$ cat config.mk
export PLATFORM = sky130hd
export DESIGN_NAME = sqi_irq_ctrl
export DESIGN_NICKNAME = d
export VERILOG_FILES = /design/src/rtl/sqi_irq_pkg.sv /design/src/rtl/sqi_evt_detect.sv /design/src/rtl/sqi_irq_regs.sv /design/src/rtl/sqi_irq_gate.sv /design/src/rtl/sqi_irq_ctrl.sv
export SDC_FILE = /design/constraint.sdc
export NUM_CORES = 1
export LEC_CHECK = 0
export BUFFER_PORTS_ARGS = -buffer_cell sky130_fd_sc_hd__buf_2
export CAP_MARGIN = 30
export CORE_AREA = 2 2 80 67
export CTS_CLUSTER_SIZE = 12
export DETAILED_ROUTE_END_ITERATION = 16
export DIE_AREA = 0 0 82 69
export HOLD_SLACK_MARGIN = 0.08
export PLACE_DENSITY = 0.78
export SLEW_MARGIN = 20
export SYNTH_ARGS = -nofsm -noshare
export SYNTH_HDL_FRONTEND = slang
export SYNTH_SLANG_ARGS = --single-unit
$ cat constraint.sdc
create_clock -name clk -period 2.15 [get_ports clk]
set_input_delay 0.1075 -clock clk [delete_from_list [all_inputs] [get_ports clk]]
set_output_delay 0.1075 -clock clk [all_outputs]
set_load 0.005 [all_outputs]
$ cat src/rtl/sqi_irq_pkg.sv
package sqi_irq_pkg;
  localparam int NEV = 12;
  localparam int B_TXE  = 0;
  localparam int B_TXF  = 1;
  localparam int B_TXT  = 2;
  localparam int B_RXE  = 3;
  localparam int B_RXF  = 4;
  localparam int B_RXT  = 5;
  localparam int B_DESC = 9;
  localparam int B_PKT  = 10;
  localparam int B_ERR  = 11;
  localparam logic [NEV-1:0] EV_MASK = 12'hE3F;
  localparam int THR_W = 5;
  localparam int TX_THR_LSB = 8;
  typedef enum logic [1:0] {
    A_EN   = 2'd0,
    A_STAT = 2'd1,
    A_SIG  = 2'd2,
    A_THR  = 2'd3
  } reg_addr_e;
endpackage

$ cat src/rtl/sqi_evt_detect.sv
module sqi_evt_detect
  import sqi_irq_pkg::*;
#(
  parameter int DEPTH = 16,
  localparam int LW = $clog2(DEPTH + 1)
) (
  input  logic [LW-1:0]    tx_level,
  input  logic [LW-1:0]    rx_level,
  input  logic [THR_W-1:0] tx_thr,
  input  logic [THR_W-1:0] rx_thr,
  input  logic             desc_done,
  input  logic             pkt_done,
  input  logic             dma_err,
  input  logic             soft_rst,
  output logic [NEV-1:0]   ev
);
  int unsigned txl, rxl, txt, rxt;

  always_comb begin
    txl = int'(tx_level);
    rxl = int'(rx_level);
    txt = int'(tx_thr);
    rxt = int'(rx_thr);
    ev = '0;
    ev[B_TXE]  = (txl == 0) | soft_rst;
    ev[B_TXF]  = (txl == DEPTH);
    ev[B_TXT]  = (txl <= txt);
    ev[B_RXE]  = (rxl == 0) | soft_rst;
    ev[B_RXF]  = (rxl == DEPTH);
    ev[B_RXT]  = (rxl >= rxt);
    ev[B_DESC] = desc_done;
    ev[B_PKT]  = pkt_done;
    ev[B_ERR]  = dma_err;
  end
endmodule

$ cat src/rtl/sqi_irq_regs.sv
module sqi_irq_regs
  import sqi_irq_pkg::*;
(
  input  logic             clk,
  input  logic             rst_n,
  input  logic             reg_wr,
  input  logic [1:0]       reg_addr,
  input  logic [31:0]      reg_wdata,
  input  logic [NEV-1:0]   ev,
  output logic [NEV-1:0]   en_q,
  output logic [NEV-1:0]   st_q,
  output logic [NEV-1:0]   sg_q,
  output logic [THR_W-1:0] tx_thr,
  output logic [THR_W-1:0] rx_thr,
  output logic [31:0]      reg_rdata
);
  logic [NEV-1:0] en_d, st_d;
  logic           wr_en, wr_sg, wr_thr;

  assign wr_en  = reg_wr && (reg_addr == A_EN);
  assign wr_sg  = reg_wr && (reg_addr == A_SIG);
  assign wr_thr = reg_wr && (reg_addr == A_THR);

  always_comb begin
    en_d = wr_en ? (reg_wdata[NEV-1:0] & EV_MASK) : en_q;
    st_d = (st_q | ev) & en_d;
  end

  always_ff @(posedge clk or negedge rst_n) begin
    if (!rst_n) begin
      en_q   <= '0;
      st_q   <= '0;
      sg_q   <= '0;
      tx_thr <= '0;
      rx_thr <= '0;
    end else begin
      en_q <= en_d;
      st_q <= st_d;
      if (wr_sg) sg_q <= reg_wdata[NEV-1:0] & EV_MASK;
      if (wr_thr) begin
        tx_thr <= reg_wdata[TX_THR_LSB +: THR_W];
        rx_thr <= reg_wdata[THR_W-1:0];
      end
    end
  end

  always_comb begin
    reg_rdata = '0;
    unique case (reg_addr)
      A_EN:   reg_rdata[NEV-1:0] = en_q;
      A_STAT: reg_rdata[NEV-1:0] = st_q;
      A_SIG:  reg_rdata[NEV-1:0] = sg_q;
      default: begin
        reg_rdata[TX_THR_LSB +: THR_W] = tx_thr;
        reg_rdata[THR_W-1:0]           = rx_thr;
      end
    endcase
  end
endmodule

$ cat src/rtl/sqi_irq_gate.sv
module sqi_irq_gate
  import sqi_irq_pkg::*;
(
  input  logic [NEV-1:0] st,
  input  logic [NEV-1:0] en,
  input  logic [NEV-1:0] sg,
  output logic           irq
);
  logic [NEV-1:0] hit;
  for (genvar i = 0; i < NEV; i++) begin : g_bit
    assign hit[i] = st[i] & en[i] & sg[i];
  end
  assign irq = |hit;
endmodule

$ cat src/rtl/sqi_irq_ctrl.sv
module sqi_irq_ctrl
  import sqi_irq_pkg::*;
#(
  parameter int DEPTH = 16,
  localparam int LW = $clog2(DEPTH + 1)
) (
  input  logic          clk,
  input  logic          rst_n,
  input  logic          reg_wr,
  input  logic [1:0]    reg_addr,
  input  logic [31:0]   reg_wdata,
  output logic [31:0]   reg_rdata,
  input  logic [LW-1:0] tx_level,
  input  logic [LW-1:0] rx_level,
  input  logic          desc_done,
  input  logic          pkt_done,
  input  logic          dma_err,
  input  logic          soft_rst,
  output logic          irq
);
  logic [NEV-1:0]   ev, en_q, st_q, sg_q;
  logic [THR_W-1:0] tx_thr, rx_thr;

  sqi_evt_detect #(.DEPTH(DEPTH)) u_det (
    .tx_level(tx_level), .rx_level(rx_level),
    .tx_thr(tx_thr), .rx_thr(rx_thr),
    .desc_done(desc_done), .pkt_done(pkt_done),
    .dma_err(dma_err), .soft_rst(soft_rst), .ev(ev)
  );

  sqi_irq_regs u_regs (
    .clk(clk), .rst_n(rst_n), .reg_wr(reg_wr), .reg_addr(reg_addr),
    .reg_wdata(reg_wdata), .ev(ev), .en_q(en_q), .st_q(st_q),
    .sg_q(sg_q), .tx_thr(tx_thr), .rx_thr(rx_thr), .reg_rdata(reg_rdata)
  );

  sqi_irq_gate u_gate (.st(st_q), .en(en_q), .sg(sg_q), .irq(irq));
endmodule

==> flow_results.org <==
** Run status
- The run finished with clean final reports.

** Finish
- Total number of nets in the final design :: 328
- Share of final-layout standard cells stronger than drive strength 1 :: 0.340
- The count of cells in the finished layout, fillers not included, comes to 330.
- The area growth from synthesis to layout is 19.6%.
- 0 antenna diodes ended up in the layout.
- In the final layout, flip-flops and latches occupy 1080 µm².
- Area occupied by multi-input gates :: 1100 µm²
- Fill cell count :: 439

** Global routing
- Global-route wire length before repair :: 7980 µm
- The initial antenna violation count was 0.
- GRT Overall Usage :: 0.185
- Vias in the first global route :: 1713
- Entering global routing, the biggest net connects 44 pins.
- Grt total ovfl :: 0

** Clock network
- Clock Sink Count :: 43
- Worst skew pair latency :: 0.30 ns
- CTS placed an instance of clkbuf_8 at the clock tree root.
- No sink is reached through more buffers than the 2 on the longest clock path.
- Buffers inserted during post-CTS setup optimization :: 0
- TritonCTS built the clock tree.
- Clock-pin slew was measured on the worst setup and hold paths at 0.08 ns.
- The H-tree generated during clock tree synthesis spans 2 levels.
- Buffers inserted during clock tree synthesis total 5.

** Worst setup path
- The worst setup path is of the flop to primary output kind.
- Together, buffers and inverters on the worst path number 1.
- Biggest cell delay along the critical path :: 0.40 ns
- For this design, the slowest cell found on the critical path is dfrtp_1.
- Endpoint class of the critical path :: primary output
- Slack of the worst reg-to-reg path :: 0.73 ns
- Traced cell by cell, the critical path runs through nand3_1 > nand4_1 > a311oi_1 > nand4_1 > buf_2.
- CP Launch Type :: flop
- In this run the worst path has a maximum fanout of 3.
- STA puts the critical path data arrival time at 1.54 ns.
- On the critical path the largest part of the delay comes from flip-flops.
- Required time of the critical path :: 2.04 ns
- The cell that appears most often on the critical path is nand4_1.

** Yosys
- Number of flops mapped to enable cells by yosys :: 0
- Synth async-reset ratio :: 1.00
- Predominant post-synthesis flop cell :: dfrtp_1
- Synthesis warning total :: 0
- The netlist uses 33 different library cells.
- The synthesized design contains 43 register bits.
- Proportion of synthesized chip area in sequential cells :: 0.459
- The synthesized design spends more area on one cell type than any other, namely dfrtp_1.
- In the post-synthesis netlist, the biggest area contributors are dfrtp_1 (46%), mux2_2 (9.1%), mux4_2 (7.7%).
- Synthesized area divided by synthesized cell count :: 11.4 µm²
- Yosys top cell area share :: 0.459
- Synth Cell Area :: 2340 µm²
- Most common cell in the synthesized netlist :: dfrtp_1
- Synthesized instance count :: 205
- Ranked by instance count, the synthesized netlist is headed by dfrtp_1 (43), nand2_1 (20), buf_4 (19), mux2_2 (19), inv_1 (11).

** Placed design
- Total of buffers placed on input and output ports :: 43
- Detailed Place HPWL :: 3420 µm
- The congestion estimate from routability-driven global placement came to 0.790.
- Number of instances in the placed design :: 306

** STA
- Number of hold violations in the final report :: 0
- Setup TNS :: 0 ns
- Post-layout minimum cycle time :: 1.65 ns
- Setup violations remaining at the end of the flow were counted as 0.
- Worst-case headroom to the max-slew limit :: 0.599
- Measured slew at the worst slew-check pin :: 0.601 ns
- Dividing the final minimum period by the clock period gives 0.766.
- For this run, the top clock speed supported by timing is 608 MHz.
- Worst slack on hold paths :: 0.110 ns
- Setup repair after global routing left no endpoint under its margin.
- The clock arrives with 0.00397 ns of skew.
- Number of pins with negative max-slew slack in the final report :: 0

** Floorplanning
- The initial utilization of the core area, before any placement, comes to 0.484.
- Number of placed I/O pins :: 84
- Measured along the y axis, the die boundary spans 69 µm.
- From left edge to right edge, the die measures 82 µm.
- Core footprint :: 4830 µm²
- Floorplan row count :: 23
- Die area :: 5660 µm²

** Routing
- For this block, the via count after detailed routing is 1695.
- Via density per instance :: 5.14
- DR iter-0 viols :: 69
- Dividing the detail-routed wire length by the instance count gives 14.1 µm.
- Number of nets still failing antenna checks after routing :: 0
- For this block, the routed nets add up to 4660 µm of wire.
- For this run, design rule violations remaining after detail routing come to 0.
- The pre-antenna-repair detailed-routing pass consisted of 4 iterations.

** Pwr
- In this run the power density over the cells is 706 nW/µm².
- Max rail drop VDD :: 0.485 mV
- For this design the static power due to leakage is 1.42 nW.

** Flow run
- Max-cap violations in this run came to 0.

** Worst hold path
- In this run the worst hold path is classified as primary input to flop.
-- metrics by stage --
step                power, W  utilization  setup slack (ns)  instance area (µm²)
global placement     0.00145        0.524             0.615                 2530
global route         0.00211        0.579             0.394                 2800
finish               0.00198        0.579             0.504                 2800
floorplan            0.00132            -             0.862                 2410
CTS                  0.00199        0.574             0.474                 2770
detailed placement   0.00147        0.524             0.620                 2530
-- routing by layer --
| layer | track usage | wire length, µm |
|---|---|---|
| met1 | 0.261 | 2040 |
| met3 | 0.0327 | 260 |
| met5 | 0 | 0 |
| met4 | 0.0593 | 68 |
| met2 | 0.288 | 2290 |
-- tightest hold or removal path, cell delays in order --
cell and delay (ns):
buf_2 0.11, nor2_1 0.07, a21boi_0 0.08
-- final timing paths --
kind | startpoint | end | cells after the start
hold / removal | soft_rst | u_regs.st_q[3] | 3
hold reg to reg | u_regs.en_q[7] | u_regs.en_q[7] | 1
setup reg to reg | u_regs.tx_thr[3] | u_regs.st_q[2] | 6
min in group asynchronous | rst_n | u_regs.tx_thr[1] | 2
max in group asynchronous | rst_n | u_regs.en_q[5] | 3
setup / recovery | u_regs.st_q[3] | irq | 5
-- registers in the layout, indices dropped and copies added, names as in the netlist --
name	cells
u_regs.st_q	12
u_regs.tx_thr	5
u_regs.en_q	12
u_regs.rx_thr	5
u_regs.sg_q	9
-- kinds of logic (layout without fill, tap and decap cells) --
group                    Yosys count  after routing  synth area share
AO/OA/AOI/OAI                     17             17            0.0513
adder cells (fa/ha/maj)           10             10            0.0534
buffers and inverters             36             81            0.0988
flip-flops                        43             43             0.459
multiplexers                      31             31             0.185
other                              1             19           0.00160
AND/OR/NAND/NOR                   67             67             0.150
-- report_power, final --
part | internal (W) | leakage, nW | switching, W
clock | 0.000226 | 0.0402 | 0.000277
combinational | 0.000255 | 0.842 | 0.000202
sequential | 0.000925 | 0.541 | 0.0000931
-- layout by cell type, fill, tap and decap left out, types with 3 or more instances in the layout --
| cell type | instances |
|---|---|
| dlygate4sd3_1 | 15 |
| nand4_1 | 3 |
| nand3_1 | 10 |
| o21a_1 | 3 |
| conb_1 | 19 |
| clkbuf_8 | 5 |
| mux4_2 | 8 |
| buf_2 | 43 |
| and3_1 | 5 |
| mux2i_1 | 4 |
| nor2_1 | 6 |
| dfrtp_1 | 43 |
| and2_1 | 5 |
| mux2_2 | 19 |
| o21ai_0 | 4 |
| nand2_1 | 20 |
| inv_1 | 11 |
| nand2_2 | 8 |
| buf_4 | 3 |
| ha_1 | 10 |
| nand2b_1 | 3 |
-- layout make-up --
type                       count  area share
clock inverter                 3     0.00715
timing repair buffer          62       0.148
sequential                    43       0.384
inverter                      11      0.0147
clock buffer                   5      0.0246
tap                           62      0.0277
multi-input combinational    144       0.393
-- repair_timing --
action / in CTS / in global routing
hold endpoints to repair: 70 / 0
resized for setup: 0 / 0
hold buffers: 15 / 0
Note: power is estimated with default switching activity, not from simulation.
